$ cat config.mk
export PLATFORM = sky130hd
export DESIGN_NAME = keyed_wdt
export DESIGN_NICKNAME = d
export VERILOG_FILES = /design/src/rtl/keyed_wdt_pkg.sv /design/src/rtl/keyed_wdt_regs.sv /design/src/rtl/keyed_wdt_count.sv /design/src/rtl/keyed_wdt_pulse.sv /design/src/rtl/keyed_wdt.sv
export SDC_FILE = /design/constraint.sdc
export NUM_CORES = 1
export LEC_CHECK = 0
export CAP_MARGIN = 20
export CORE_MARGIN = 1.5
export CORE_UTILIZATION = 49
export CTS_CLUSTER_DIAMETER = 120
export CTS_CLUSTER_SIZE = 10
export DETAILED_ROUTE_END_ITERATION = 6
export PLACE_DENSITY = 0.89
export SLEW_MARGIN = 30
export SYNTH_ARGS = -nofsm -noshare
export SYNTH_HDL_FRONTEND = slang
export SYNTH_SLANG_ARGS = --single-unit
$ cat constraint.sdc
create_clock -name clk -period 2.6 [get_ports clk]
set_input_delay 0.52 -clock clk [delete_from_list [all_inputs] [get_ports clk]]
set_output_delay 0.52 -clock clk [all_outputs]
set_load 0.1 [all_outputs]
$ cat src/rtl/keyed_wdt_pkg.sv
package keyed_wdt_pkg;
   localparam logic [7:0]  OFS_MODE = 8'h00;
   localparam logic [7:0]  OFS_LEN  = 8'h04;
   localparam logic [7:0]  OFS_KICK = 8'h08;
   localparam logic [7:0]  OFS_NOW  = 8'h14;
   localparam logic [7:0]  OFS_BANK = 8'h18;
   localparam logic [7:0]  KEY_MODE = 8'h22;
   localparam logic [7:0]  KEY_BANK = 8'h88;
   localparam logic [4:0]  KEY_LEN  = 5'h08;
   localparam logic [31:0] KICK_CODE = 32'h0000_1971;
   localparam logic [31:0] NOW_CODE  = 32'h0000_1209;
   localparam int MB_RUN   = 0;
   localparam int MB_POL   = 1;
   localparam int MB_PIN   = 2;
   localparam int MB_IRQ   = 3;
   localparam int MB_AUTO  = 4;
   localparam int MB_DUAL  = 6;
   localparam int MB_ROUTE = 8;
   localparam int MB_CAUSE = 15;

   typedef struct packed {
      logic route;
      logic dual;
      logic auto_go;
      logic irq_en;
      logic pin_en;
      logic pol_hi;
      logic run;
   } mode_t;
endpackage

$ cat src/rtl/keyed_wdt_regs.sv
module keyed_wdt_regs
   import keyed_wdt_pkg::*;
#(
   parameter int LEN_W = 11,
   parameter int SW_N  = 8
) (
   input  logic              clk,
   input  logic              rst_n,
   input  logic              wr,
   input  logic [7:0]        addr,
   input  logic [31:0]       wdata,
   output logic [31:0]       rdata,
   input  logic              exp_start,
   input  logic              now_start,
   input  logic              pulse_done,
   output mode_t             mode,
   output logic [LEN_W-1:0]  len,
   output logic [SW_N-1:0]   bank,
   output logic              kick,
   output logic              now_hit,
   output logic              run_rise
);
   localparam int LEN_TOP = LEN_W + 4;

   if (LEN_TOP > 31) begin : g_bad_len
      $error("keyed_wdt_regs: length field does not fit the word");
   end
   if (SW_N < 1 || SW_N > 24) begin : g_bad_bank
      $error("keyed_wdt_regs: reset bank must fit below the key field");
   end

   logic mode_ok, len_ok, bank_ok, cause;

   assign mode_ok  = wr && addr == OFS_MODE && wdata[31:24] == KEY_MODE;
   assign len_ok   = wr && addr == OFS_LEN  && wdata[4:0]   == KEY_LEN;
   assign bank_ok  = wr && addr == OFS_BANK && wdata[31:24] == KEY_BANK;
   assign kick     = wr && addr == OFS_KICK && wdata == KICK_CODE;
   assign now_hit  = wr && addr == OFS_NOW  && wdata == NOW_CODE;
   assign run_rise = mode_ok && wdata[MB_RUN] && !mode.run;

   always_ff @(posedge clk or negedge rst_n) begin
      if (!rst_n) begin
         mode  <= '0;
         len   <= '0;
         bank  <= '0;
         cause <= 1'b0;
      end else begin
         if (mode_ok) begin
            mode.run     <= wdata[MB_RUN];
            mode.pol_hi  <= wdata[MB_POL];
            mode.pin_en  <= wdata[MB_PIN];
            mode.irq_en  <= wdata[MB_IRQ];
            mode.auto_go <= wdata[MB_AUTO];
            mode.dual    <= wdata[MB_DUAL];
            mode.route   <= wdata[MB_ROUTE];
         end else if (pulse_done && !mode.auto_go) begin
            mode.run <= 1'b0;
         end
         if (len_ok)
            len <= wdata[LEN_TOP:5];
         if (bank_ok)
            bank <= wdata[SW_N-1:0];
         if (exp_start)
            cause <= 1'b1;
         else if (now_start)
            cause <= 1'b0;
      end
   end

   always_comb begin
      rdata = '0;
      case (addr)
         OFS_MODE: begin
            rdata[MB_RUN]   = mode.run;
            rdata[MB_POL]   = mode.pol_hi;
            rdata[MB_PIN]   = mode.pin_en;
            rdata[MB_IRQ]   = mode.irq_en;
            rdata[MB_AUTO]  = mode.auto_go;
            rdata[MB_DUAL]  = mode.dual;
            rdata[MB_ROUTE] = mode.route;
            rdata[MB_CAUSE] = cause;
         end
         OFS_LEN:  rdata[LEN_TOP:5]  = len;
         OFS_BANK: rdata[SW_N-1:0]   = bank;
         default:  rdata = '0;
      endcase
   end
endmodule

$ cat src/rtl/keyed_wdt_count.sv
module keyed_wdt_count #(
   parameter int LEN_W     = 11,
   parameter int UNIT_LOG2 = 9
) (
   input  logic             clk,
   input  logic             rst_n,
   input  logic             tick,
   input  logic             run,
   input  logic             two_phase,
   input  logic             hold,
   input  logic             reload,
   input  logic [LEN_W-1:0] len,
   output logic             irq,
   output logic             fire
);
   localparam int CW = LEN_W + UNIT_LOG2;

   if (UNIT_LOG2 < 0) begin : g_bad_unit
      $error("keyed_wdt_count: unit exponent must not be negative");
   end

   logic [CW-1:0] remain, load;
   logic          phase, last, step;

   if (UNIT_LOG2 == 0) begin : g_raw
      assign load = len;
   end else begin : g_scaled
      assign load = {len, {UNIT_LOG2{1'b0}}};
   end

   assign step = run && tick && !hold && !reload;
   assign last = remain <= CW'(1);
   assign fire = step && last && !(two_phase && !phase);

   always_ff @(posedge clk or negedge rst_n) begin
      if (!rst_n) begin
         remain <= '0;
         phase  <= 1'b0;
         irq    <= 1'b0;
      end else if (reload) begin
         remain <= load;
         phase  <= 1'b0;
         irq    <= 1'b0;
      end else if (!run) begin
         phase <= 1'b0;
         irq   <= 1'b0;
      end else if (step) begin
         if (last) begin
            remain <= load;
            if (two_phase && !phase) begin
               phase <= 1'b1;
               irq   <= 1'b1;
            end
         end else begin
            remain <= remain - CW'(1);
         end
      end
   end
endmodule

$ cat src/rtl/keyed_wdt_pulse.sv
module keyed_wdt_pulse #(
   parameter int PULSE_TICKS = 16,
   parameter int SW_N        = 8
) (
   input  logic            clk,
   input  logic            rst_n,
   input  logic            tick,
   input  logic            start,
   input  logic            pin_en,
   input  logic            pol_hi,
   input  logic            route,
   input  logic [SW_N-1:0] bank,
   output logic            active,
   output logic            done,
   output logic            pin,
   output logic [SW_N-1:0] lines
);
   localparam int PW = $clog2(PULSE_TICKS + 1);

   if (PULSE_TICKS < 1) begin : g_bad_pulse
      $error("keyed_wdt_pulse: pulse must last at least one tick");
   end

   logic [PW-1:0] cnt;

   assign done = active && tick && cnt <= PW'(1);

   always_ff @(posedge clk or negedge rst_n) begin
      if (!rst_n) begin
         active <= 1'b0;
         cnt    <= '0;
      end else if (start && !active) begin
         active <= 1'b1;
         cnt    <= PW'(PULSE_TICKS);
      end else if (done) begin
         active <= 1'b0;
         cnt    <= '0;
      end else if (active && tick) begin
         cnt <= cnt - PW'(1);
      end
   end

   assign pin = (active && pin_en) ? pol_hi : !pol_hi;

   for (genvar i = 0; i < SW_N; i++) begin : g_line
      assign lines[i] = bank[i] | (route & active);
   end
endmodule

$ cat src/rtl/keyed_wdt.sv
module keyed_wdt
   import keyed_wdt_pkg::*;
#(
   parameter int LEN_W         = 11,
   parameter int UNIT_LOG2     = 9,
   parameter int PULSE_TICKS   = 16,
   parameter int SW_N          = 8,
   parameter int MAX_SECONDS   = 31,
   parameter int UNITS_PER_SEC = 64
) (
   input  logic            clk,
   input  logic            rst_n,
   input  logic            tick,
   input  logic            bus_wr,
   input  logic [7:0]      bus_addr,
   input  logic [31:0]     bus_wdata,
   output logic [31:0]     bus_rdata,
   output logic            irq,
   output logic            sys_rst,
   output logic            ext_rst_pin,
   output logic [SW_N-1:0] sw_rst
);
   localparam int LONGEST = MAX_SECONDS * UNITS_PER_SEC;

   if (LONGEST >= (1 << LEN_W)) begin : g_bad_range
      $error("keyed_wdt: LEN_W too narrow for the longest timeout");
   end

   mode_t            mode;
   logic [LEN_W-1:0] len;
   logic [SW_N-1:0]  bank;
   logic kick, now_hit, run_rise, fire, active, done, reload;
   logic exp_start, now_start;

   assign exp_start = fire && !active;
   assign now_start = now_hit && !active && !fire;
   assign reload    = kick | run_rise | done;

   keyed_wdt_regs #(.LEN_W(LEN_W), .SW_N(SW_N)) u_regs (
      .clk(clk), .rst_n(rst_n), .wr(bus_wr), .addr(bus_addr), .wdata(bus_wdata),
      .rdata(bus_rdata), .exp_start(exp_start), .now_start(now_start),
      .pulse_done(done), .mode(mode), .len(len), .bank(bank),
      .kick(kick), .now_hit(now_hit), .run_rise(run_rise)
   );

   keyed_wdt_count #(.LEN_W(LEN_W), .UNIT_LOG2(UNIT_LOG2)) u_count (
      .clk(clk), .rst_n(rst_n), .tick(tick), .run(mode.run),
      .two_phase(mode.dual & mode.irq_en), .hold(active), .reload(reload),
      .len(len), .irq(irq), .fire(fire)
   );

   keyed_wdt_pulse #(.PULSE_TICKS(PULSE_TICKS), .SW_N(SW_N)) u_pulse (
      .clk(clk), .rst_n(rst_n), .tick(tick), .start(fire | now_hit),
      .pin_en(mode.pin_en), .pol_hi(mode.pol_hi), .route(mode.route),
      .bank(bank), .active(active), .done(done), .pin(ext_rst_pin), .lines(sw_rst)
   );

   assign sys_rst = active;
endmodule

**Yosys cells after proc, flatten, opt, wreduce, memory -nomap -nowiden**

Cells that the tools add are included.

- Flip-flop bits (word level): 54
- Output and inout bits: 43

- Muxes and demuxes: 26
- Add/sub/neg operators: 2
- Magnitude comparators: 2
- Bitwise operators: 13
- Equal/unequal tests: 12
- Reductions and logical operators: 43

Operators by type and width:

| cell | count |
|---|---|
| 20-bit 2-to-1 mux | 4 |
| 32-bit by 13-bit == test with 1-bit output (second input constant) | 2 |
| 1-bit logical AND | 26 |
| 20-bit by 1-bit <= comparator with 1-bit output (second input constant) | 1 |
| 20-bit by 1-bit subtractor with 20-bit output (second input constant) | 1 |
| 8-bit by 5-bit == test with 1-bit output (second input constant) | 2 |
| 5-bit 2-to-1 mux | 3 |
| 1-bit 2-to-1 mux | 12 |
| 1-bit bitwise OR | 11 |
| 5-bit one-hot mux with 2 select lines | 1 |
| 2-bit nonzero test | 5 |
| 3-bit by 1-bit inequality test with 1-bit output (second input constant) | 3 |
| 8-bit by 3-bit == test with 1-bit output (second input constant) | 1 |
| 8-bit by 4-bit == test with 1-bit output (second input constant) | 1 |
| 8-bit by 6-bit == test with 1-bit output (second input constant) | 1 |
| 8-bit == test (second input constant) | 1 |
| 1-bit logical NOT | 8 |
| 8-bit logical NOT | 1 |
| 1-bit one-hot mux with 2 select lines | 4 |
| 6-bit 2-to-1 mux | 1 |
| 5-bit by 4-bit == test with 1-bit output (second input constant) | 1 |
| 5-bit by 1-bit <= comparator with 1-bit output (second input constant) | 1 |
| 5-bit by 1-bit subtractor with 5-bit output (second input constant) | 1 |
| 1-bit one-hot mux with 3 select lines | 1 |
| 4 further kinds | 5 |

**Logic depth before layout (Yosys ltp)**

- Depth in word-level cells: 15
- Depth in mapped cells: 10
- Depth with buffers taken out: 8

**Cells and area by module**

From an unflattened synthesis, not the netlist that was laid out.

- Cell total of the unflattened synthesis: 346
- Area total of the unflattened synthesis: 3423.3 um^2

Modules (own cells, without submodules):

| module | cells each | sequential area each (um^2) | area each (um^2) | times used |
|---|---|---|---|---|
| keyed_wdt_regs | 135 | 675.6 | 1531.5 | 1 |
| keyed_wdt_count | 158 | 525.5 | 1408.9 | 1 |
| keyed_wdt_pulse | 48 | 150.1 | 450.4 | 1 |
| keyed_wdt | 5 | 0.0 | 32.5 | 1 |

**Least setup slack after synthesis**

Ideal clock, no wire load.

- Path kind: reg2out
- Start point: register u_pulse.active
- End point: output ext_rst_pin
- Required time: 2.080 ns
- Path slack: -0.632 ns
- Arrival time: 2.712 ns
- Stages on the path, launching flop included: 4
- Cells stage by stage: dfrtp_1 -> buf_2 -> nand2_1 -> xor2_1

- Cells in the longest elaborated chain, start to end: 2

RTL lines:

| what | line | RTL |
|---|---|---|
| from (decl) | keyed_wdt_pulse.sv:13 | `output logic active,` |
| from (signal assigned) | keyed_wdt_pulse.sv:30 | `active <= 1'b0;` |
| from (signal assigned) | keyed_wdt_pulse.sv:33 | `active <= 1'b1;` |
| from (signal assigned) | keyed_wdt_pulse.sv:36 | `active <= 1'b0;` |
| 1-bit logical AND | keyed_wdt_pulse.sv:43 | `assign pin = (active && pin_en) ? pol_hi : !pol_hi;` |
| 1-bit 2-to-1 mux | keyed_wdt_pulse.sv:43 |  |
| to (decl) | keyed_wdt.sv:20 | `output logic ext_rst_pin,` |

No other way between the ends.

**Worst setup path in the final report**

- Start point: input bus_wdata[13]
- End point: register u_count.remain[13]

- Cells in the longest elaborated chain, start to end: 8

RTL lines:

| what | line | RTL |
|---|---|---|
| from (decl) | keyed_wdt.sv:16 | `input logic [31:0] bus_wdata,` |
| 32-bit by 13-bit == test with 1-bit output * | keyed_wdt_regs.sv:37 | `assign kick = wr && addr == OFS_KICK && wdata == KICK_CODE;` |
| 1-bit logical AND * | keyed_wdt_regs.sv:37 |  |
| 1-bit bitwise OR * (2 in series) | keyed_wdt.sv:37 | `assign reload = kick \| run_rise \| done;` |
| 1-bit logical NOT | keyed_wdt_count.sv:31 | `assign step = run && tick && !hold && !reload;` |
| 1-bit logical AND | keyed_wdt_count.sv:31 |  |
| 2-bit nonzero test (no line) | n/a |  |
| 2-bit AND reduction (no line) | n/a |  |
| to (signal assigned) | keyed_wdt_count.sv:41 | `remain <= load;` |
| to (signal assigned) | keyed_wdt_count.sv:49 | `remain <= load;` |
| to (signal assigned) | keyed_wdt_count.sv:55 | `remain <= remain - CW'(1);` |
| to (decl) | keyed_wdt_count.sv:22 | `logic [CW-1:0] remain, load;` |

Every way passes the cells marked *; elsewhere a longest branch is shown, timed or not.
A chain may end at the register's enable or synchronous reset.

==> metrics.txt <==
WP data required=2.77 ns; Sw Share=a little over a quarter; layout cell share with drive strength beyond 1=35.51%; GRT Total Usage=29.23%; DRT Pass-1 Iters=7; Worst setup SP type=primary input; crit path kind=in -> reg; Yosys warning count=0; overall power=0.001691 W; Die Area=around 0.0072 mm²; maxcap violations=0; vias per cell=6.510; Site Rows=29; # setup viols final=13; Area Overhead vs Synth=45.71%; post-layout util=around three quarters; Slew HR=53.81%; unrepaired setup endpoints after global routing=yes; fmax=347.3 MHz; Worst Path Arrival=3.04 ns; Die H=roughly 85 µm; clock sinks=54; min Tclk post-route=between 2 and 3 ns; drc violations=8; min-delay worst type=in -> async; Final WS setup=-0.2796 ns; cells after synthesis=roughly 320; IO Pins=87; initial core utilization=51.14%; Synth Flop Type=dfrtp_1; Distinct cells, synth=60; Clock Pin Slew Worst Setup and Hold Paths=0.10 ns; Max clock buf depth=2; # port buffers=70; Combinational Power Share=between 10% and 20%; Post-Syn Area per Cell=10.23 µm²; Worst Path Max Fanout=11; post-detail-place hpwl=7309 µm; Internal Dissipation=0.001230 W; htree depth=2; status=finished with violations; ANT cells=0; register area share after synthesis=around 41%; sequential power share=between 40% and 50%; Clock Skew=0.01542 ns; chip width=84.87 µm; clock power share=a little over a third; post-synthesis async set-or-reset flop share=100.0%; Congestion Overflow GR=0; met2 GRT Util=50.98%; WL per Instance=22.79 µm; most frequent cells in the layout=66 x buf_4, 53 x dfrtp_1, 30 x clkdlybuf4s50_1; DRT Wirelength=11900 µm; Slew Limit Fails=0; M1 GR Usage=34.94%; critical path endpoint category=flip-flop; failing checks=DRC, setup timing; hold_buf cts=0; Netlist Area Pre-Place=around 0.0033 mm²; setup_tns=-0.6865 ns; fin cells=522; Final Hold Vio Count=0; DR iter-0 viols=341; pin count of the biggest net entering global routing=24; NumNets Final=between 400 and 500; worst skew pair latency=about 0.32 ns; gr busiest metal=met2; met3 usage=under 10%; first-pass GRT wire length=16640 µm; CTS buffer count=5; Worst Max-Slew Pin Slew=0.6907 ns; hold slack=0.08343 ns; Synth Register Bits=54; antenna violations before repair=0; pwr/cell area=353.3 mW/mm²; EDFF count, synth=0; fin crit share=110.8%; Fillers=356; leakage=2.286 nW; VDD IR max=0.2894 mV; most common cell after layout, fill and taps aside=buf_4; placed cells=~510; GP Congestion=between 0.8 and 0.9; Switch Pwr=approximately 0.00046 W; CTS tree=done; vias in the first global route=3222; core area=0.006422 mm²; root buf cell=clkbuf_8; remaining antenna violation count after routing=0; via count=about 3400
==> state kept, by name, indices dropped and copies added, names as in the netlist <==
register / count
u_pulse.active: 1
u_regs.cause: 1
u_pulse.cnt: 5
u_regs.len: 11
u_count.irq: 1
u_regs.bank: 8
u_count.remain: 20
u_regs.mode: 7
==> per-layer routing <==
layer,routed length (µm),vias up,part of all wire [%]
li1,-,1400,-
met1,4117,1630,35
met2,5895,282,50
met3,1007,86,8.5
met4,879,0,7.4
met5,0,-,0
==> synth_stat cells, types with 2 or more instances <==
library cell | instances | share of area [%]
o22a_1 | 3 | 0.80
buf_2 | 6 | 0.91
mux2_2 | 28 | 9.6
buf_4 | 18 | 4.1
o221a_2 | 2 | 0.69
o21a_1 | 2 | 0.46
and3_1 | 7 | 1.3
xor2_1 | 4 | 1.1
nand2b_1 | 10 | 1.9
nor2_1 | 18 | 2.1
a21o_1 | 3 | 0.69
nor3b_1 | 5 | 1.1
nand3b_1 | 3 | 0.69
nor4_1 | 9 | 1.7
a31oi_1 | 2 | 0.38
ha_1 | 4 | 1.5
nand4_1 | 3 | 0.57
dfrtp_1 | 54 | 41
nand3_1 | 7 | 1.1
clkbuf_1 | 3 | 0.34
nor3_1 | 16 | 2.4
inv_1 | 9 | 1.0
nor4b_1 | 3 | 0.80
a21oi_1 | 6 | 0.91
or3_1 | 5 | 0.95
xnor2_1 | 6 | 1.6
a22o_1 | 9 | 2.4
and3b_1 | 2 | 0.53
nand2_1 | 21 | 2.4
a221o_1 | 2 | 0.61
and4b_1 | 2 | 0.61
nor4_4 | 4 | 2.6
o21ai_0 | 14 | 2.1
o31ai_1 | 3 | 0.69
and2_1 | 2 | 0.38
o211ai_1 | 2 | 0.46
==> logic make-up after synthesis <==
family	count (synthesis)	share of synthesized area [%]
and+or+nand+nor	128	24.19
AOI/OAI and AO/OA	59	14.02
DFF	54	41.14
buffers and inverters	36	6.400
muxes	29	9.943
xor gates and xnor gates	10	2.667
adders and majority gates	4	1.524
other	1	0.1142
==> power by group through the flow <==
stage               sequential [W]  combinational (W)  clock [W]
CTS                       0.000841           0.000242   0.000587
finish                    0.000841           0.000255   0.000595
detailed placement        0.000858           0.000243          0
global placement          0.000858           0.000237          0
global route              0.000842           0.000263   0.000623
floorplan                 0.000858           0.000135          0
==> metrics by stage <==
stage               instance area, µm²  worst slack [ns]
finish                            4786           -0.2796
global route                      4786           -0.2958
CTS                               4634          -0.01829
detailed placement                4497           -0.3537
global placement                  4497           -0.2424
floorplan                         3361           0.03201
==> cell type report <==
cell class | instances | area [µm²] | share of cell area, %
timing repair buffer | 129 | 1286 | 26.88
multi-input combinational | 246 | 1904 | 39.79
sequential | 54 | 1353 | 28.26
inverter | 9 | 33.78 | 0.7059
clock inverter | 1 | 30.03 | 0.6275
tap | 77 | 96.34 | 2.013
clock buffer | 6 | 82.58 | 1.725
==> critical path, cell delays in order <==
cell	delay [ns]
clkdlybuf4s50_1	0.47
nor4b_2	0.39
buf_4	0.18
nand4_1	0.17
nor4_4	0.29
buf_6	0.20
nor2_4	0.08
o21ai_0	0.54
a31oi_2	0.19
==> worst paths after layout <==
| check | start | endpoint | slack (ns) | depth (start not counted) |
|---|---|---|---|---|
| max | bus_wdata[13] | u_count.remain[13] | -0.28 | 9 |
| min | rst_n | u_count.remain[2] | 0.08 | 1 |
| max reg2reg | u_count.remain[12] | u_count.remain[10] | 0.02 | 7 |
| min reg2reg | u_regs.bank[0] | u_regs.bank[0] | 0.55 | 1 |
| max in group asynchronous | rst_n | u_regs.mode[5] | 1.87 | 2 |
| min in group clk | u_regs.bank[0] | u_regs.bank[0] | 0.55 | 1 |
==> repair_timing <==
action | 4_1_cts | 5_1_grt
pin swaps | 0 | 8
cloned | 0 | 0
endpoints found under the hold margin | 0 | 0
gates resized for setup | 13 | 29
endpoints found under the setup margin | 22 | 42
setup buffers | 0 | 9
Note: power is estimated with default switching activity, not from simulation.
